--- src/rtl/frm_align_pkg.sv ---
package frm_align_pkg;
    typedef enum logic {
        ST_SEARCH = 1'b0,
        ST_SYNC   = 1'b1
    } frm_state_e;

    localparam int FRM_NA = 3;
    localparam logic [7:0] FRM_A1 = 8'hF6;
    localparam logic [7:0] FRM_A2 = 8'h28;
endpackage

--- src/rtl/frm_pattern_det.sv ---
module frm_pattern_det #(
    parameter int          NA      = 3,
    parameter logic [7:0]  A1_BYTE = 8'hF6,
    parameter logic [7:0]  A2_BYTE = 8'h28
) (
    input  logic       clk,
    input  logic       rst_n,
    input  logic       byte_en,
    input  logic [7:0] rx_byte,
    output logic       match
);
    localparam int LEN = 2 * NA;

    logic [7:0]     hist_q [LEN-1];
    logic [LEN-1:0] hit;

    always_ff @(posedge clk) begin
        if (!rst_n) begin
            for (int k = 0; k < LEN - 1; k++) hist_q[k] <= '0;
        end else if (byte_en) begin
            hist_q[0] <= rx_byte;
            for (int k = 1; k < LEN - 1; k++) hist_q[k] <= hist_q[k-1];
        end
    end

    // index i is the arrival order of the word; the last entry is the live byte
    for (genvar i = 0; i < LEN; i++) begin : g_cmp
        localparam logic [7:0] WANT = (i < NA) ? A1_BYTE : A2_BYTE;
        if (i == LEN - 1) begin : g_live
            assign hit[i] = (rx_byte == WANT);
        end else begin : g_hist
            assign hit[i] = (hist_q[LEN-2-i] == WANT);
        end
    end

    assign match = &hit;
endmodule

--- src/rtl/frm_pos_ctr.sv ---
module frm_pos_ctr #(
    parameter int FRAME_LEN = 2430,
    localparam int PW = $clog2(FRAME_LEN)
) (
    input  logic          clk,
    input  logic          rst_n,
    input  logic          byte_en,
    input  logic          load,
    input  logic [PW-1:0] load_val,
    output logic [PW-1:0] pos,
    output logic          at_last
);
    localparam logic [PW-1:0] LAST = PW'(FRAME_LEN - 1);

    logic [PW-1:0] pos_q;

    assign at_last = (pos_q == LAST);
    assign pos     = pos_q;

    always_ff @(posedge clk) begin
        if (!rst_n)       pos_q <= '0;
        else if (byte_en) pos_q <= load ? load_val : (at_last ? '0 : pos_q + 1'b1);
    end

    p_pos_range_r3: assert property (@(posedge clk) disable iff (!rst_n)
        pos_q <= LAST);
    p_hold_r8: assert property (@(posedge clk) disable iff (!rst_n)
        !byte_en |=> $stable(pos_q));
endmodule

--- src/rtl/frm_lof_integ.sv ---
module frm_lof_integ #(
    parameter int LOF_FRAMES = 24,
    localparam int CW = $clog2(LOF_FRAMES + 1)
) (
    input  logic clk,
    input  logic rst_n,
    input  logic tick,
    input  logic oof,
    output logic lof,
    output logic flip
);
    localparam logic [CW-1:0] TOP = CW'(LOF_FRAMES - 1);

    logic          lof_q;
    logic [CW-1:0] cnt_q;

    assign flip = tick && (oof != lof_q) && (cnt_q == TOP);
    assign lof  = lof_q;

    always_ff @(posedge clk) begin
        if (!rst_n) begin
            lof_q <= 1'b0;
            cnt_q <= '0;
        end else if (oof == lof_q) begin
            cnt_q <= '0;
        end else if (tick) begin
            if (cnt_q == TOP) begin
                cnt_q <= '0;
                lof_q <= ~lof_q;
            end else begin
                cnt_q <= cnt_q + 1'b1;
            end
        end
    end

    p_cnt_bound_r5: assert property (@(posedge clk) disable iff (!rst_n)
        cnt_q <= TOP);
    p_lof_set_r5: assert property (@(posedge clk) disable iff (!rst_n)
        $rose(lof_q) |-> $past(oof));
    p_lof_clear_r6: assert property (@(posedge clk) disable iff (!rst_n)
        $fell(lof_q) |-> !$past(oof));
endmodule

--- src/rtl/frm_align_mon.sv ---
module frm_align_mon
    import frm_align_pkg::*;
#(
    parameter int FRAME_LEN      = 2430,
    parameter int ROW_LEN        = 270,
    parameter int OOF_BAD_FRAMES = 5,
    parameter int LOF_FRAMES     = 24
) (
    input  logic       clk,
    input  logic       rst_n,
    input  logic       byte_en,
    input  logic [7:0] rx_byte,
    input  logic       ext_mode,
    input  logic       ext_sof,
    input  logic       oof_delta_clr,
    input  logic       lof_delta_clr,
    output logic       oof,
    output logic       lof,
    output logic       oof_delta,
    output logic       lof_delta,
    output logic       sof_row
);
    localparam int PW = $clog2(FRAME_LEN);
    localparam int BW = $clog2(OOF_BAD_FRAMES + 1);
    localparam logic [PW-1:0] ANCHOR_POS = PW'(2 * FRM_NA);
    localparam logic [PW-1:0] CHECK_POS  = PW'(2 * FRM_NA - 1);
    localparam logic [PW-1:0] STROBE_POS = PW'(1);
    localparam logic [PW-1:0] ROW_LIM    = PW'(ROW_LEN);
    localparam logic [BW-1:0] BAD_LAST   = BW'(OOF_BAD_FRAMES - 1);

    frm_state_e    state, state_n;
    logic [BW-1:0] bad_q, bad_n;
    logic          ext_prev_q;
    logic          match, at_last, load, lof_flip, ext_rise;
    logic [PW-1:0] pos, load_val;
    logic          oof_delta_q, lof_delta_q;

    frm_pattern_det #(.NA(FRM_NA), .A1_BYTE(FRM_A1), .A2_BYTE(FRM_A2)) u_det (
        .clk(clk), .rst_n(rst_n), .byte_en(byte_en), .rx_byte(rx_byte), .match(match)
    );

    frm_pos_ctr #(.FRAME_LEN(FRAME_LEN)) u_pos (
        .clk(clk), .rst_n(rst_n), .byte_en(byte_en), .load(load),
        .load_val(load_val), .pos(pos), .at_last(at_last)
    );

    frm_lof_integ #(.LOF_FRAMES(LOF_FRAMES)) u_lof (
        .clk(clk), .rst_n(rst_n), .tick(byte_en && at_last), .oof(oof),
        .lof(lof), .flip(lof_flip)
    );

    assign ext_rise = ext_mode && ext_sof && !ext_prev_q;

    // next-state logic
    always_comb begin
        state_n  = state;
        bad_n    = bad_q;
        load     = 1'b0;
        load_val = '0;
        if (byte_en) begin
            unique case (state)
                ST_SEARCH: begin
                    if (ext_rise) begin
                        state_n  = ST_SYNC;
                        load     = 1'b1;
                        load_val = STROBE_POS;
                        bad_n    = '0;
                    end else if (!ext_mode && match) begin
                        state_n  = ST_SYNC;
                        load     = 1'b1;
                        load_val = ANCHOR_POS;
                        bad_n    = '0;
                    end
                end
                ST_SYNC: begin
                    if (ext_rise) begin
                        load     = 1'b1;
                        load_val = STROBE_POS;
                        bad_n    = '0;
                    end else if (pos == CHECK_POS) begin
                        if (match) begin
                            bad_n = '0;
                        end else if (bad_q == BAD_LAST) begin
                            state_n = ST_SEARCH;
                            bad_n   = '0;
                        end else begin
                            bad_n = bad_q + 1'b1;
                        end
                    end
                end
                default: state_n = ST_SEARCH;
            endcase
        end
    end

    // state register
    always_ff @(posedge clk) begin
        if (!rst_n) begin
            state      <= ST_SEARCH;
            bad_q      <= '0;
            ext_prev_q <= 1'b0;
        end else begin
            state <= state_n;
            bad_q <= bad_n;
            if (byte_en) ext_prev_q <= ext_sof;
        end
    end

    // outputs
    always_ff @(posedge clk) begin
        if (!rst_n) begin
            oof_delta_q <= 1'b0;
            lof_delta_q <= 1'b0;
        end else begin
            if (state_n != state) oof_delta_q <= 1'b1;
            else if (oof_delta_clr) oof_delta_q <= 1'b0;
            if (lof_flip) lof_delta_q <= 1'b1;
            else if (lof_delta_clr) lof_delta_q <= 1'b0;
        end
    end

    assign oof       = (state == ST_SEARCH);
    assign sof_row   = (state == ST_SYNC) && (pos < ROW_LIM);
    assign oof_delta = oof_delta_q;
    assign lof_delta = lof_delta_q;

    p_search_exit_r2: assert property (@(posedge clk) disable iff (!rst_n)
        (state == ST_SEARCH && byte_en && !ext_mode && match) |=> (state == ST_SYNC));
    p_bad_bound_r4: assert property (@(posedge clk) disable iff (!rst_n)
        bad_q <= BAD_LAST);
    p_oof_delta_r7: assert property (@(posedge clk) disable iff (!rst_n)
        !$stable(state) |-> oof_delta_q);
    p_strobe_ignored_r9: assert property (@(posedge clk) disable iff (!rst_n)
        (state == ST_SEARCH && byte_en && !ext_mode && !match) |=> (state == ST_SEARCH));
endmodule

--- config.mk ---
export PLATFORM = sky130hd
export DESIGN_NAME = frm_align_mon
export DESIGN_NICKNAME = d
export VERILOG_FILES = /design/src/rtl/frm_align_pkg.sv /design/src/rtl/frm_pattern_det.sv /design/src/rtl/frm_pos_ctr.sv /design/src/rtl/frm_lof_integ.sv /design/src/rtl/frm_align_mon.sv
export SDC_FILE = /design/constraint.sdc
export NUM_CORES = 1
export LEC_CHECK = 0
export BUFFER_PORTS_ARGS = -buffer_cell sky130_fd_sc_hd__buf_4
export CORE_ASPECT_RATIO = 1.5
export CORE_MARGIN = 2
export CORE_UTILIZATION = 52
export DETAILED_ROUTE_END_ITERATION = 8
export PLACE_DENSITY = 0.7
export SLEW_MARGIN = 20
export SYNTH_ARGS = -nofsm -noshare
export SYNTH_HDL_FRONTEND = slang
export SYNTH_SLANG_ARGS = --single-unit
--- constraint.sdc ---
create_clock -name clk -period 2.2 [get_ports clk]
set_input_delay 0.22 -clock clk [delete_from_list [all_inputs] [get_ports clk]]
set_output_delay 0.22 -clock clk [all_outputs]
set_load 0.03 [all_outputs]
# == After elaboration in Yosys (flattened, before gate mapping) ==
# Memories as Yosys holds them, arrays and structs flattened.
# Index checks and enable logic that the tools add are counted.
# op_classes
n_mux,38
n_bitwise,9
addsub,3
eq_ne,15
reduce_logical,15
n_lt_le_gt_ge,1
# ops
operator,count
$mux W8,5
$eq A8 B6 Y1 const B,3
$eq A8 B8 Y1 const B,3
$mux W12,2
$mux W3,8
$pmux W12 S2,1
$mux W1,18
$add A12 B1 Y12 const B,1
$eq A12 B12 Y1 const B,1
$eq A12 B3 Y1 const B,1
$lt A12 B9 Y1 const B,1
$logic_and A1 B1 Y1,7
$pmux W3 S2,1
$reduce_and A3 Y1,2
$reduce_and A6 Y1,1
$add A5 B1 Y5 const B,1
$eq A5 B5 Y1 const B,1
$mux W5,1
$or A1 B1 Y1,5
$not A1 Y1,4
$pmux W1 S2,2
$reduce_bool A2 Y1,2
$add A3 B1 Y3 const B,1
$eq A3 B3 Y1 const B,1
other kinds (6),8
# word_totals
mem_count,1
ram_bits,40
output_inout_bits,5
reg_bits,25
wordCells,90
# mem_list
name,words,word_bits,read_ports,rd_clocked_by_memory_dff,write_ports,line,rtl
u_det.hist_q,5,8,5,0,5,frm_pattern_det.sv:14,logic [7:0] hist_q [LEN-1];

# == Logic depth before layout (Yosys ltp) ==
# An unclocked memory read counts as a cell.
# logic_depth
depth_word,10
mapped_depth,8
mapped_depth_nobuf,7

# == Cells and area by module ==
# A second synthesis with hierarchy kept.
# hier_totals
cells_unflattened,299
hier_area_um2,3196.8
# modules_own_cells
module,area_per_inst_um2,instances,cells_each
frm_pattern_det,1627.8,1,106
frm_pos_ctr,788.3,1,106
frm_align_mon,504.2,1,59
frm_lof_integ,276.5,1,28

# == Least setup slack after synthesis ==
# Ideal clock, no wire load.
# synth_path
path_kind,register -> register
startpoint,mem u_det.hist_q[3][3] (netlist: u_det.hist_q[0][27])
endpoint,reg u_pos.pos_q[11] (netlist: u_pos.pos[11])
n_path_buf,1
path_stages_with_launch,7
slack_ns,0.059
setup_ns,0.130
period_less_slack_ns,2.141
arrival_time_ns,2.010
t_required_ns,2.070
cell_sequence,edfxtp_1 > nand4bb_1 > or4_4 > or4_4 > buf_6 > o211ai_1 > o211ai_1
# synth_rtl
element,line,rtl
start: declaration,frm_pattern_det.sv:14,
end signal: assignment,frm_pos_ctr.sv:22,else if (byte_en) pos_q <= load ? load_val : (at_last ? '0 : pos_q + 1'b1);
end: declaration,frm_pos_ctr.sv:15,logic [PW-1:0] pos_q;

==> impl_metrics.yaml <==
run_status:
  status: "complete, but fails checks"
  violations: "setup timing"
worst_setup_path:
  worstSetupEndpointType: "register"
  path_delay_family: "simple AND/OR/NAND/NOR gates"
  worstSetupPathType: "register to register"
  cpPeakStageDelay_ns: 0.61
  path_buf_inv: 0
  rr_worst_depth: 5
  cp_common_cell: "or4_4"
  slowest_stage: "or4_4"
  cp_max_fo: 7
  cp.arrival_ns: 2.51
  worstPathRequired_ns: 2.47
  cp.depth: 5
  crit_path_cell_trace: "nand4bb_1 -> or4_4 -> or4_4 -> o221a_1 -> a211oi_2"
  start_kind: "register"
cts:
  clkTransAtPathRegs_ns: 0.07
  clock_latency_ns: 0.35
  holdBufCountCts: 0
  root_buffer: "clkbuf_8"
  cts_setup_buffers: 0
  htreeDepth: 3
  clockBufferDepth: 2
  cts_tree: "yes"
  cts.sinks: 65
  numCtsBuffers: 9
sta:
  worst_slew_pin_slew_ns: 0.4890
  holdWs_ns: 0.07320
  finalCriticalPeriod_ns: 2.242
  slew_headroom_pct: 67.40
  setup_slack_ns: -0.04248
  final.period_utilization_pct: 101.9
  hold_viol_final: 0
  rsz0062_at_grt: "yes"
  fin_skew_ns: 0.009062
  setup_viol: 5
  fmax_mhz: 445.9
  slew_violations: 0
power:
  totalPowerFinal_uw: 2664
  clockPowerShare_pct: 41.7
  p_per_area_nw_per_um2: 725.6
  ir_drop_v: 0.0004949
  p_comb_share_pct: 6.6
  p_switching_uw: 598.8
  internal_power_uw: 2065
  leakage_uw: 0.001538
  p_seq_share_pct: 51.7
  p_sw_share_pct: 22.48
global_routing:
  grt_max_degree: 54
  grt_use_total_pct: 20.76
  antenna_found_initial: 0
  grt-ovfl-total: 0
  grt_pass1_wl_mm: 10.38
  grt_pass1_vias: 2259
placement:
  pre_cts_ws_ns: -0.09725
  gp_congestion: 0.8746
  portBuffers: 19
  post-dp-hpwl_mm: 4.215
  dpl-instance-area_um2: 3400
final_layout:
  fin_area_um2: 3671
  regArea_um2: 1702
  multi_input_comb_area_um2: 1340
  areaGrowthSynthToFinish_pct: 17.97
  final_layout_size_suffix_gt1_share_pct: 21.47
  nFillCells: 518
  nNetsFinal: 341
  num_antenna_cells: 0
floorplanning:
  row_count: 34
  die_w_um: 67.16
  core_um2: 5786
  die_h_um: 98.74
  dieArea_um2: 6631
  pin_count: 20
  start_util_pct: 53.78
synth:
  ys_ff_latch: 65
  synthArstFlopShare_pct: 0
  synth_top_area_cell: "edfxtp_1"
  synth_top_area_share_pct: 38.60
  synth_nets: 307
  synth_cells: 287
  ys_seq_area_share_pct: 54.68
  netlist_area_um2: 3112
  synth_edf_count: 40
  synthFlopType: "edfxtp_1"
  ys_warn_count: 0
  synthTopCellsByArea: "edfxtp_1 39%, dfxtp_1 16%, and3_1 8.2%, nand2_1 2.7%, nor2_1 2.4%"
  synth_cell_type_count: 51
  syn_avg_cell_area_um2: 10.84
drt:
  wl_per_cell_um: 15.84
  dr.pass1.iters: 5
  drt_iter0_drc: 126
  wirelength_mm: 6.306
  via_per_inst: 5.957
  drcViolationCount: 0
  num_vias: 2371
  drtAntennaViolNets: 0
hold_path:
  hold_depth: 2
  min_path_type: "input port to register"
job:
  drv_cap: 0
[through the flow]
| stage | utilization, % | std cells | setup TNS [ns] |
|---|---|---|---|
| 2_1_floorplan | - | 287 | 0 |
| 3_3_place_gp | 58.76 | 381 | -0.1676 |
| 3_5_place_dp | 58.76 | 381 | -0.4905 |
| 4_1_cts | 62.63 | 397 | -0.2449 |
| 5_1_grt | 63.45 | 398 | -1.152 |
| 6_report | 63.45 | 398 | -0.08573 |
[cells in the final DEF (no fill, tap or decap), types with 3 or more instances in the layout]
master,count
nand4_1,8
nor4bb_1,4
buf_4,38
edfxtp_1,40
or4_4,3
nand3_1,7
and2_1,8
and3_1,41
and4_1,3
nor4_1,6
nor3b_1,4
ha_1,5
o221ai_2,3
a31oi_1,5
clkbuf_8,9
a32o_1,3
o211ai_1,7
nand2_1,22
nor3_1,3
a21oi_1,4
o21ai_0,7
nor2_1,20
inv_1,9
dfxtp_1,25
[sequential cells by signal (all words and copies together), names as in the netlist]
register	flops
u_lof.lof	1
bad_q	3
state	1
oof_delta	1
lof_delta	1
ext_prev_q	1
u_pos.pos	12
u_det.hist_q	40
u_lof.cnt_q	5
[final cells by class]
cell class,count,share of cell area (%)
inverter,9,0.9202
clock buffer,10,3.476
sequential,65,46.35
multi-input combinational,198,36.50
clock inverter,6,2.522
tap,72,2.454
timing repair buffer,38,7.771
[per-layer routing]
layer	vias up	wire, µm	GRT usage (%)
met5	-	0	0
met4	0	201	9.890
met3	15	264	6.164
met2	55	3189	32.52
met1	1130	2652	25.87
li1	1171	-	-
[power by group through the flow]
stage	Sequential, µW	Clock [µW]	Combinational, µW
5_1_grt	1380	1180	193
4_1_cts	1380	1130	172
3_5_place_dp	1410	0	171
6_report	1380	1110	175
2_1_floorplan	1400	0	108
3_3_place_gp	1400	0	168
[cells by family after synthesis]
family,count (synthesis),share of synthesized area [%]
DFF,65,54.68
xor gates and xnor gates,3,0.8445
adders and majority gates,5,2.010
muxes,2,0.6434
and+or+nand+nor,145,28.03
AOI/OAI and AO/OA,42,9.892
buffers and inverters,25,3.900
[final timing paths]
check	slack, ns	end	startpoint
worst min register to register	0.48	lof_delta	lof_delta
worst max register to register	-0.04	u_pos.pos[1]	u_det.hist_q[0][32]
worst max-delay path	-0.04	u_pos.pos[1]	u_det.hist_q[0][32]
worst min-delay path	0.07	lof_delta	lof_delta_clr
[cells in the mapped netlist, types with 4 or more instances]
cell type and number:
nor4_1 7, a31oi_1 5, nand4_1 8, edfxtp_1 40, o221ai_1 4, o21ai_0 8, nand3_1 7, dfxtp_1 25
a21oi_1 4, clkbuf_1 11, and2_1 8, nor2_1 20, inv_1 9, nor4bb_1 4, nor3b_1 4, and3_1 41
o211ai_1 7, nand2_1 22, ha_1 5
[repair_timing]
item / 4_1_cts / 5_1_grt
pin swaps: 1 / 4
resized for setup: 1 / 9
gates cloned: 0 / 1
setup endpoints to repair: 10 / 17
Note: power is estimated with default switching activity, not from simulation.
